### config.mk
export PLATFORM = sky130hd
export DESIGN_NAME = adc_cfg_ctrl
export DESIGN_NICKNAME = d
export VERILOG_FILES = /design/src/rtl/adc_cfg_pkg.sv /design/src/rtl/adc_cfg_reg.sv /design/src/rtl/adc_word_bank.sv /design/src/rtl/adc_latch_drv.sv /design/src/rtl/adc_cfg_ctrl.sv
export SDC_FILE = /design/constraint.sdc
export NUM_CORES = 1
export LEC_CHECK = 0
export ABC_CLOCK_PERIOD_IN_PS = 4200
export BUFFER_PORTS_ARGS = -buffer_cell sky130_fd_sc_hd__buf_2
export CAP_MARGIN = 40
export CORE_MARGIN = 3
export CORE_UTILIZATION = 50
export DETAILED_ROUTE_END_ITERATION = 10
export PLACE_DENSITY = 0.67
export SLEW_MARGIN = 20
export SYNTH_ARGS = -nofsm -noshare
export SYNTH_HDL_FRONTEND = slang
export SYNTH_HIERARCHICAL = 1
export SYNTH_SLANG_ARGS = --single-unit
### constraint.sdc
create_clock -name clk -period 4.2 [get_ports clk]
set_input_delay 0.84 -clock clk [delete_from_list [all_inputs] [get_ports clk]]
set_output_delay 0.84 -clock clk [all_outputs]
set_load 0.02 [all_outputs]
### src/rtl/adc_cfg_pkg.sv
package adc_cfg_pkg;
  localparam int DW = 32;
  localparam int CFG_BITS = 8;
  // configuration bit positions
  localparam int B_RST   = 0;
  localparam int B_VALID = 1;
  localparam int B_SHORT = 2;
  localparam int B_GUARD = 3;
  localparam int B_VREF  = 4;
  localparam int B_LSEL  = 5;
  localparam int B_LAT   = 6;
  // latch field position inside one 16-bit setup
  localparam int SETUP_W   = 16;
  localparam int SETUP_LAT = 4;

  typedef struct packed {
    logic [1:0] lat;
    logic       lsel;
    logic       vref;
    logic       guard;
    logic       short_en;
  } cfg_fields_t;

  function automatic logic [DW-1:0] cfg_word(cfg_fields_t f, logic valid, logic rst);
    logic [DW-1:0] w;
    w = '0;
    w[B_RST]     = rst;
    w[B_VALID]   = valid;
    w[B_SHORT]   = f.short_en;
    w[B_GUARD]   = f.guard;
    w[B_VREF]    = f.vref;
    w[B_LSEL]    = f.lsel;
    w[B_LAT+1:B_LAT] = f.lat;
    return w;
  endfunction
endpackage

### src/rtl/adc_cfg_reg.sv
module adc_cfg_reg
  import adc_cfg_pkg::*;
#(
  parameter int AW = 4
) (
  input  logic                clk,
  input  logic                rst_n,
  input  logic                wr_stb,
  input  logic                rd_stb,
  input  logic [AW-1:0]       addr,
  input  logic [CFG_BITS-1:0] wdata_lo,
  output logic                soft_clr,
  output logic                rst_pend,
  output cfg_fields_t         fields,
  output logic [DW-1:0]       word
);
  logic        is_cfg;
  logic        rs_q;
  logic        rv_q;
  cfg_fields_t f_q;

  assign is_cfg   = (addr == '0);
  assign soft_clr = wr_stb && is_cfg && wdata_lo[B_RST];

  always_ff @(posedge clk or negedge rst_n) begin
    if (!rst_n) begin
      rs_q <= 1'b0;
      rv_q <= 1'b0;
      f_q  <= '0;
    end else if (soft_clr) begin
      rs_q <= 1'b1;
      rv_q <= 1'b1;
      f_q  <= '0;
    end else begin
      if (wr_stb && is_cfg) begin
        if (rs_q) begin
          rs_q <= 1'b0;
        end else begin
          f_q.short_en <= wdata_lo[B_SHORT];
          f_q.guard    <= wdata_lo[B_GUARD];
          f_q.vref     <= wdata_lo[B_VREF];
          f_q.lsel     <= wdata_lo[B_LSEL];
          f_q.lat      <= wdata_lo[B_LAT+1:B_LAT];
        end
      end
      if (rd_stb && is_cfg) rv_q <= 1'b0;
    end
  end

  assign rst_pend = rs_q;
  assign fields   = f_q;
  assign word     = cfg_word(f_q, rv_q, rs_q);

  p_reset_entry_r2: assert property (@(posedge clk) disable iff (!rst_n)
    soft_clr |=> (rst_pend && word[B_VALID] && (fields == '0)));
  p_valid_clear_r3: assert property (@(posedge clk) disable iff (!rst_n)
    (rd_stb && is_cfg && !soft_clr) |=> !word[B_VALID]);
  p_valid_no_rise_r3: assert property (@(posedge clk) disable iff (!rst_n)
    !soft_clr |=> !$rose(rv_q));
  p_reset_exit_r4: assert property (@(posedge clk) disable iff (!rst_n)
    (rst_pend && wr_stb && is_cfg && !wdata_lo[B_RST]) |=> (!rst_pend && $stable(fields)));
endmodule

### src/rtl/adc_word_bank.sv
module adc_word_bank
  import adc_cfg_pkg::*;
#(
  parameter int            DEPTH = 4,
  parameter int            AW    = 4,
  parameter int            BASE  = 1,
  parameter logic [DW-1:0] INIT  = '0
) (
  input  logic                       clk,
  input  logic                       rst_n,
  input  logic                       soft_clr,
  input  logic                       lock,
  input  logic                       wr_stb,
  input  logic [AW-1:0]              addr,
  input  logic [DW-1:0]              wdata,
  output logic                       hit_o,
  output logic [$clog2(DEPTH)-1:0]   idx_o,
  output logic [DEPTH-1:0][DW-1:0]   mem_o
);
  localparam int            IDX_W  = $clog2(DEPTH);
  localparam logic [AW-1:0] BASE_A = AW'(BASE);
  localparam logic [AW-1:0] DEP_A  = AW'(DEPTH);

  logic [AW-1:0]            rel;
  logic [DEPTH-1:0][DW-1:0] mem;

  assign rel   = addr - BASE_A;
  assign hit_o = (rel < DEP_A);
  assign idx_o = rel[IDX_W-1:0];

  for (genvar i = 0; i < DEPTH; i++) begin : g_word
    always_ff @(posedge clk or negedge rst_n) begin
      if (!rst_n)                                             mem[i] <= INIT;
      else if (soft_clr)                                      mem[i] <= INIT;
      else if (wr_stb && hit_o && !lock && idx_o == IDX_W'(i)) mem[i] <= wdata;
    end
  end

  assign mem_o = mem;

  p_locked_write_ignored_r5: assert property (@(posedge clk) disable iff (!rst_n)
    (lock && wr_stb && !soft_clr) |=> $stable(mem));
  p_soft_clear_defaults_r2: assert property (@(posedge clk) disable iff (!rst_n)
    soft_clr |=> (mem == {DEPTH{INIT}}));
endmodule

### src/rtl/adc_latch_drv.sv
module adc_latch_drv
  import adc_cfg_pkg::*;
#(
  parameter int NSET = 8
) (
  input  logic                      clk,
  input  logic                      rst_n,
  input  logic                      soft_clr,
  input  logic [NSET-1:0][1:0]      set_lat,
  input  logic                      conv_go,
  input  logic [$clog2(NSET)-1:0]   conv_sel,
  input  cfg_fields_t               fields,
  output logic [1:0]                latch_o
);
  localparam int PTR_W = $clog2(NSET);

  logic [PTR_W-1:0] ptr_q;
  logic [PTR_W-1:0] sel;
  logic [1:0]       nxt;
  logic [1:0]       pin_q;

  assign sel = conv_go ? conv_sel : ptr_q;

  always_comb begin
    nxt = fields.lsel ? fields.lat : set_lat[sel];
    if (fields.guard) nxt[0] = 1'b0;
  end

  always_ff @(posedge clk or negedge rst_n) begin
    if (!rst_n) begin
      ptr_q <= '0;
      pin_q <= '0;
    end else if (soft_clr) begin
      ptr_q <= '0;
      pin_q <= nxt;
    end else begin
      ptr_q <= sel;
      pin_q <= nxt;
    end
  end

  assign latch_o = pin_q;

  p_fixed_source_r9: assert property (@(posedge clk) disable iff (!rst_n)
    (fields.lsel && !fields.guard) |=> (latch_o == $past(fields.lat)));
  p_guard_pin0_r10: assert property (@(posedge clk) disable iff (!rst_n)
    fields.guard |=> (latch_o[0] == 1'b0));
  p_pointer_hold_r8: assert property (@(posedge clk) disable iff (!rst_n)
    (!conv_go && !soft_clr) |=> $stable(ptr_q));
endmodule

### src/rtl/adc_cfg_ctrl.sv
module adc_cfg_ctrl
  import adc_cfg_pkg::*;
#(
  parameter int            AW       = 4,
  parameter int            NUM_CH   = 4,
  parameter int            NUM_SREG = 4,
  parameter logic [31:0]   GAIN_DEF = 32'h0100_0000
) (
  input  logic                          clk,
  input  logic                          rst_n,
  input  logic                          wr_stb,
  input  logic                          rd_stb,
  input  logic [AW-1:0]                 addr,
  input  logic [31:0]                   wdata,
  output logic [31:0]                   rdata,
  input  logic                          conv_go,
  input  logic [$clog2(2*NUM_SREG)-1:0] conv_sel,
  output logic [1:0]                    latch_o,
  output logic                          guard_o,
  output logic                          short_o,
  output logic                          vref_o
);
  localparam int            OFS_BASE  = 1;
  localparam int            GAIN_BASE = OFS_BASE + NUM_CH;
  localparam int            SET_BASE  = GAIN_BASE + NUM_CH;
  localparam int            NSET      = 2 * NUM_SREG;
  localparam int            CH_W      = $clog2(NUM_CH);
  localparam int            SR_W      = $clog2(NUM_SREG);
  localparam logic [AW-1:0] LAST_A    = AW'(SET_BASE + NUM_SREG - 1);

  logic        soft_clr, rst_pend;
  cfg_fields_t fields;
  logic [DW-1:0] cfg_w;

  logic                        ofs_hit, gain_hit, set_hit;
  logic [CH_W-1:0]             ofs_idx, gain_idx;
  logic [SR_W-1:0]             set_idx;
  logic [NUM_CH-1:0][DW-1:0]   ofs_mem, gain_mem;
  logic [NUM_SREG-1:0][DW-1:0] set_mem;
  logic [NSET-1:0][1:0]        set_lat;
  logic [DW-1:0]               rd_nxt;
  logic [DW-1:0]               rdata_q;

  adc_cfg_reg #(.AW(AW)) u_cfg (
    .clk(clk), .rst_n(rst_n), .wr_stb(wr_stb), .rd_stb(rd_stb), .addr(addr),
    .wdata_lo(wdata[CFG_BITS-1:0]), .soft_clr(soft_clr), .rst_pend(rst_pend),
    .fields(fields), .word(cfg_w)
  );

  adc_word_bank #(.DEPTH(NUM_CH), .AW(AW), .BASE(OFS_BASE), .INIT('0)) u_ofs (
    .clk(clk), .rst_n(rst_n), .soft_clr(soft_clr), .lock(rst_pend), .wr_stb(wr_stb),
    .addr(addr), .wdata(wdata), .hit_o(ofs_hit), .idx_o(ofs_idx), .mem_o(ofs_mem)
  );

  adc_word_bank #(.DEPTH(NUM_CH), .AW(AW), .BASE(GAIN_BASE), .INIT(GAIN_DEF)) u_gain (
    .clk(clk), .rst_n(rst_n), .soft_clr(soft_clr), .lock(rst_pend), .wr_stb(wr_stb),
    .addr(addr), .wdata(wdata), .hit_o(gain_hit), .idx_o(gain_idx), .mem_o(gain_mem)
  );

  adc_word_bank #(.DEPTH(NUM_SREG), .AW(AW), .BASE(SET_BASE), .INIT('0)) u_set (
    .clk(clk), .rst_n(rst_n), .soft_clr(soft_clr), .lock(rst_pend), .wr_stb(wr_stb),
    .addr(addr), .wdata(wdata), .hit_o(set_hit), .idx_o(set_idx), .mem_o(set_mem)
  );

  // even pointer: lower setup of the word, odd pointer: upper setup
  for (genvar s = 0; s < NUM_SREG; s++) begin : g_lat
    assign set_lat[2*s]   = set_mem[s][SETUP_LAT+1:SETUP_LAT];
    assign set_lat[2*s+1] = set_mem[s][SETUP_W+SETUP_LAT+1:SETUP_W+SETUP_LAT];
  end

  adc_latch_drv #(.NSET(NSET)) u_latch (
    .clk(clk), .rst_n(rst_n), .soft_clr(soft_clr), .set_lat(set_lat),
    .conv_go(conv_go), .conv_sel(conv_sel), .fields(fields), .latch_o(latch_o)
  );

  always_comb begin
    if (addr == '0)    rd_nxt = cfg_w;
    else if (ofs_hit)  rd_nxt = ofs_mem[ofs_idx];
    else if (gain_hit) rd_nxt = gain_mem[gain_idx];
    else if (set_hit)  rd_nxt = set_mem[set_idx];
    else               rd_nxt = '0;
  end

  always_ff @(posedge clk or negedge rst_n) begin
    if (!rst_n)      rdata_q <= '0;
    else if (rd_stb) rdata_q <= rd_nxt;
  end

  assign rdata   = rdata_q;
  assign guard_o = fields.guard;
  assign short_o = fields.short_en;
  assign vref_o  = fields.vref;

  p_unmapped_zero_r6: assert property (@(posedge clk) disable iff (!rst_n)
    (rd_stb && addr > LAST_A) |=> (rdata == '0));
  p_read_hold_r6: assert property (@(posedge clk) disable iff (!rst_n)
    !rd_stb |=> $stable(rdata));
  p_high_cfg_zero_r7: assert property (@(posedge clk) disable iff (!rst_n)
    (rd_stb && addr == '0) |=> (rdata[31:8] == 24'h0));
endmodule

==> summary.md <==
| Metric | Value |
|---|---|
| Congestion Overflow GR | 0 |
| Reg-to-reg startpoint | u_cfg/rst_pend |
| Total Routing Usage GR | a little over a quarter |
| Worst stage delay on the critical path | about 400 ps |
| Worst Setup SP | addr[0] |
| DIE AREA | slightly below 50,000 sq um |
| Multi-input gate area | 11,000 sq um |
| Dpl cell area | between 20,000 and 25,000 sq um |
| H-tree Lvls | 2 |
| Initial DRC count | between 1,000 and 1,500 |
| Post-CTS Setup Bufs | 0 |
| Vias in the first global route | 16,645 |
| Post-DP HPWL | 41.9 mm |
| Drt first pass iters | 5 |
| Total wire length | 65.5 mm |
| Peak VDD IR | 0.347 mV |
| Final-layout fill cell count | 3,800 |
| Fin Clk Skew | around 15 ps |
| Post-synthesis sequential area ratio | a little under half |
| Post-Layout Inst Area | 25,300 sq um |
| R2R depth | 5 |
| Crit-path cells | buf_2, inv_1, ha_1, nor4b_4, buf_4, or2_2, buf_4, nand4bb_1, buf_4, o22ai_1, nor4_1, nor2_1 |
| CTS tree | built |
| Reg-to-Reg End | u_gain/mem_o[111] |
| Hold bufs inserted after CTS | 0 |
| Min-delay worst type | input port to async pin |
| Fmax | 316 MHz |
| Distinct cell type count after synthesis | just under 60 |
| Setup violators final | 0 |
| Worst slew pin tran | 838 ps |
| Critical path endpoint category | register |
| Row cnt | 77 |
| Max transition margin | between 40% and 50% |
| Core Area | between 40,000 and 50,000 sq um |
| Die span in y | 220 microns |
| Initial antenna violation count | 5 |
| Antenna Nets Post-Route | 0 |
| Syn_area_per_cell | ~11 sq um |
| Ys async rst share | 100% |
| DRC | 0 |
| Via count | roughly 16,000 |
| Clk sink count | roughly 430 |
| Vias per cell | 5.85 |
| Status | complete, no violations |
| Tcrit/Tclk final | around three quarters |
| CTS clock-pin slew for the worst setup and hold paths | around 60 ps |
| CTS resizes | 0 |
| CTS root buffer | clkbuf_16 |
| Internal power | between 8000 and 9000 uW |
| Power Density | around 500 nW/um^2 |
| #FFs+latches synth | roughly 430 |
| Clk pwr share | about a third |
| Reg power frac | 46.0% |
| CP max-delay cell | buf_4 |
| Largest net degree at the start of global routing | between 80 and 90 |
| Crit path arrival time | roughly 3600 ps |
| Final min period | between 3000 and 4000 ps |
| Number of synthesized flops with an enable pin | 0 |
| PortBufs | 80 |
| Flop2flop setup slack | 1700 ps |
| Required arrival time at the worst endpoint | roughly 4700 ps |
| Synth Warn # | 6 |
| Reg area | 10,700 sq um |
| Static Leakage | between 0.01 and 0.015 uW |
| Clock Latency Late Sink | 570 ps |
| Fin. Hold Viols | 0 |
| Switching power | between 3000 and 4000 uW |
| Fin. max-slew vios | 0 |
| CTS buffer count | 47 |
| Longest Clk Path Bufs | 3 |
| Sw Share | between 30% and 40% |
| Die width | ~220 microns |
| Finished Core Util | roughly 57% |
| Share of cells above drive strength 1 | between 10% and 20% |
| IO Count | between 80 and 90 |
| Wirelength per Cell | between 20 and 25 microns |
| Initial Util | 51.1% |
| Routability cong. | 0.833 |
| Post-Layout Cell Count | roughly 2,700 |
| WS Path Type | input port to register |
| Placed Cells | roughly 2,600 |
| Fin Setup TNS | 0 ps |
| First-pass GRT wire length | 101 mm |
| Most used cell, CP | buf_4 |
| CP Launch Type | input port |
| Nets@finish | 2,155 |
| RSZ-0062 raised after global routing | no |
| Area added between synthesis and finish | 10.9% |
| Top FF cell, synth | dfrtp_1 |
| Crit path max fanout | 24 |
| Total of max-cap violations | 0 |
| Cell Area, Synth | 22,800 sq um |
| Crit path to | rdata[25] |
| Cells after Synth | 2,063 |
| Combinational power share | a little over a fifth |
[worst min-delay path by stage]
stage,slack [ps],endpoint,depth (start not counted),startpoint
floorplan,450,u_cfg/rv_q,1,u_cfg/rv_q
global route,320,u_latch/latch_o[0],1,rst_n
detailed placement,470,u_gain/mem_o[56],2,u_gain/mem_o[56]
finish,290,u_latch/latch_o[0],1,rst_n
global placement,470,u_gain/mem_o[56],2,u_gain/mem_o[56]
CTS,290,u_latch/latch_o[0],1,rst_n
[synth_stat cells, types with 8 or more instances]
cell | instances | area (sq um)
mux2i_1 | 505 | 5050
dfrtp_1 | 425 | 10600
nand2b_1 | 418 | 2620
o22ai_1 | 114 | 713
clkbuf_1 | 77 | 289
nand2_1 | 73 | 274
o21ai_0 | 52 | 260
nor2_1 | 45 | 169
nor2b_1 | 43 | 269
a21oi_1 | 40 | 200
buf_4 | 35 | 263
nor4_1 | 33 | 206
buf_2 | 32 | 160
buf_6 | 27 | 304
mux2_2 | 16 | 180
ha_1 | 14 | 175
o21ai_1 | 13 | 65.1
inv_1 | 12 | 45.0
buf_1 | 11 | 41.3
o31ai_1 | 8 | 60.1
[per-layer routing]
layer / track usage (%) / up-vias / part of all wire, %
li1: - / 7201 / -
met1: 38.2 / 8118 / 44
met2: 43.3 / 491 / 46
met3: 4.59 / 130 / 5.8
met4: 10.4 / 4 / 3.4
met5: 0.313 / - / 0.041
[placed cells by master, fill, tap and decap left out, types with 9 or more instances in the layout]
cell	instances
mux2i_1	505
dfrtp_1	425
nand2b_1	416
o22ai_1	114
buf_2	79
nand2_1	73
o21ai_0	52
clkbuf_16	47
buf_4	46
nor2_1	45
nor2b_1	42
a21oi_1	40
nor4_1	33
conb_1	24
buf_12	21
mux2_2	16
ha_1	14
clkbuf_8	13
o21ai_1	13
clkbuf_1	12
clkinv_2	9
inv_1	9
[area by class of cell]
| cell class | instances | area share (%) |
|---|---|---|
| multi-input combinational | 1458 | 43.6 |
| sequential | 429 | 42.5 |
| clock buffer | 72 | 5.53 |
| timing repair buffer | 148 | 4.76 |
| tap | 592 | 2.93 |
| clock inverter | 11 | 0.549 |
| inverter | 13 | 0.213 |
| antenna | 1 | 0.00989 |
[logic make-up (layout without fill, tap and decap cells)]
logic type / count (synthesis) / count (layout) / synth area share [%]
AOI/OAI and AO/OA: 261 / 261 / 7.39
adders and majority gates: 14 / 14 / 0.768
buffers and inverters: 199 / 244 / 5.19
DFF: 429 / 429 / 47.1
muxes: 522 / 522 / 23.1
other: 1 / 25 / 0.0164
and+or+nand+nor: 637 / 637 / 16.5
[critical path: cells and delay by family]
family,cells,cell delay [ps]
and+or+nand+nor,5,1030
adders and majority gates,1,270
AOI/OAI and AO/OA,1,160
buffers and inverters,5,1300
[power groups by stage]
stage / combinational (uW) / clock [uW] / sequential (uW)
6_report: 2610 / 4170 / 5770
3_5_place_dp: 2590 / 0 / 5830
3_3_place_gp: 2500 / 0 / 5780
2_1_floorplan: 1830 / 0 / 5700
5_1_grt: 2890 / 4410 / 5890
4_1_cts: 2610 / 4240 / 5760
[per-stage QoR]
step           power, uW  setup slack (ps)  hold slack (ps)
4_1_cts            12600              1100              290
2_1_floorplan       7530              1220              451
3_3_place_gp        8280               605              471
3_5_place_dp        8420               503              473
5_1_grt            13200               838              322
6_report           12500              1030              288
[flip-flops by register name, indices dropped and copies added (netlist names)]
name             cells
rdata               32
u_cfg/fields         6
u_cfg/rst_pend       1
u_cfg/rv_q           1
u_gain/mem_o       128
u_latch/latch_o      2
u_latch/ptr_q        3
u_ofs/mem_o        128
u_set/mem_o        128
No activity file was read; power rests on OpenSTA's default activity.
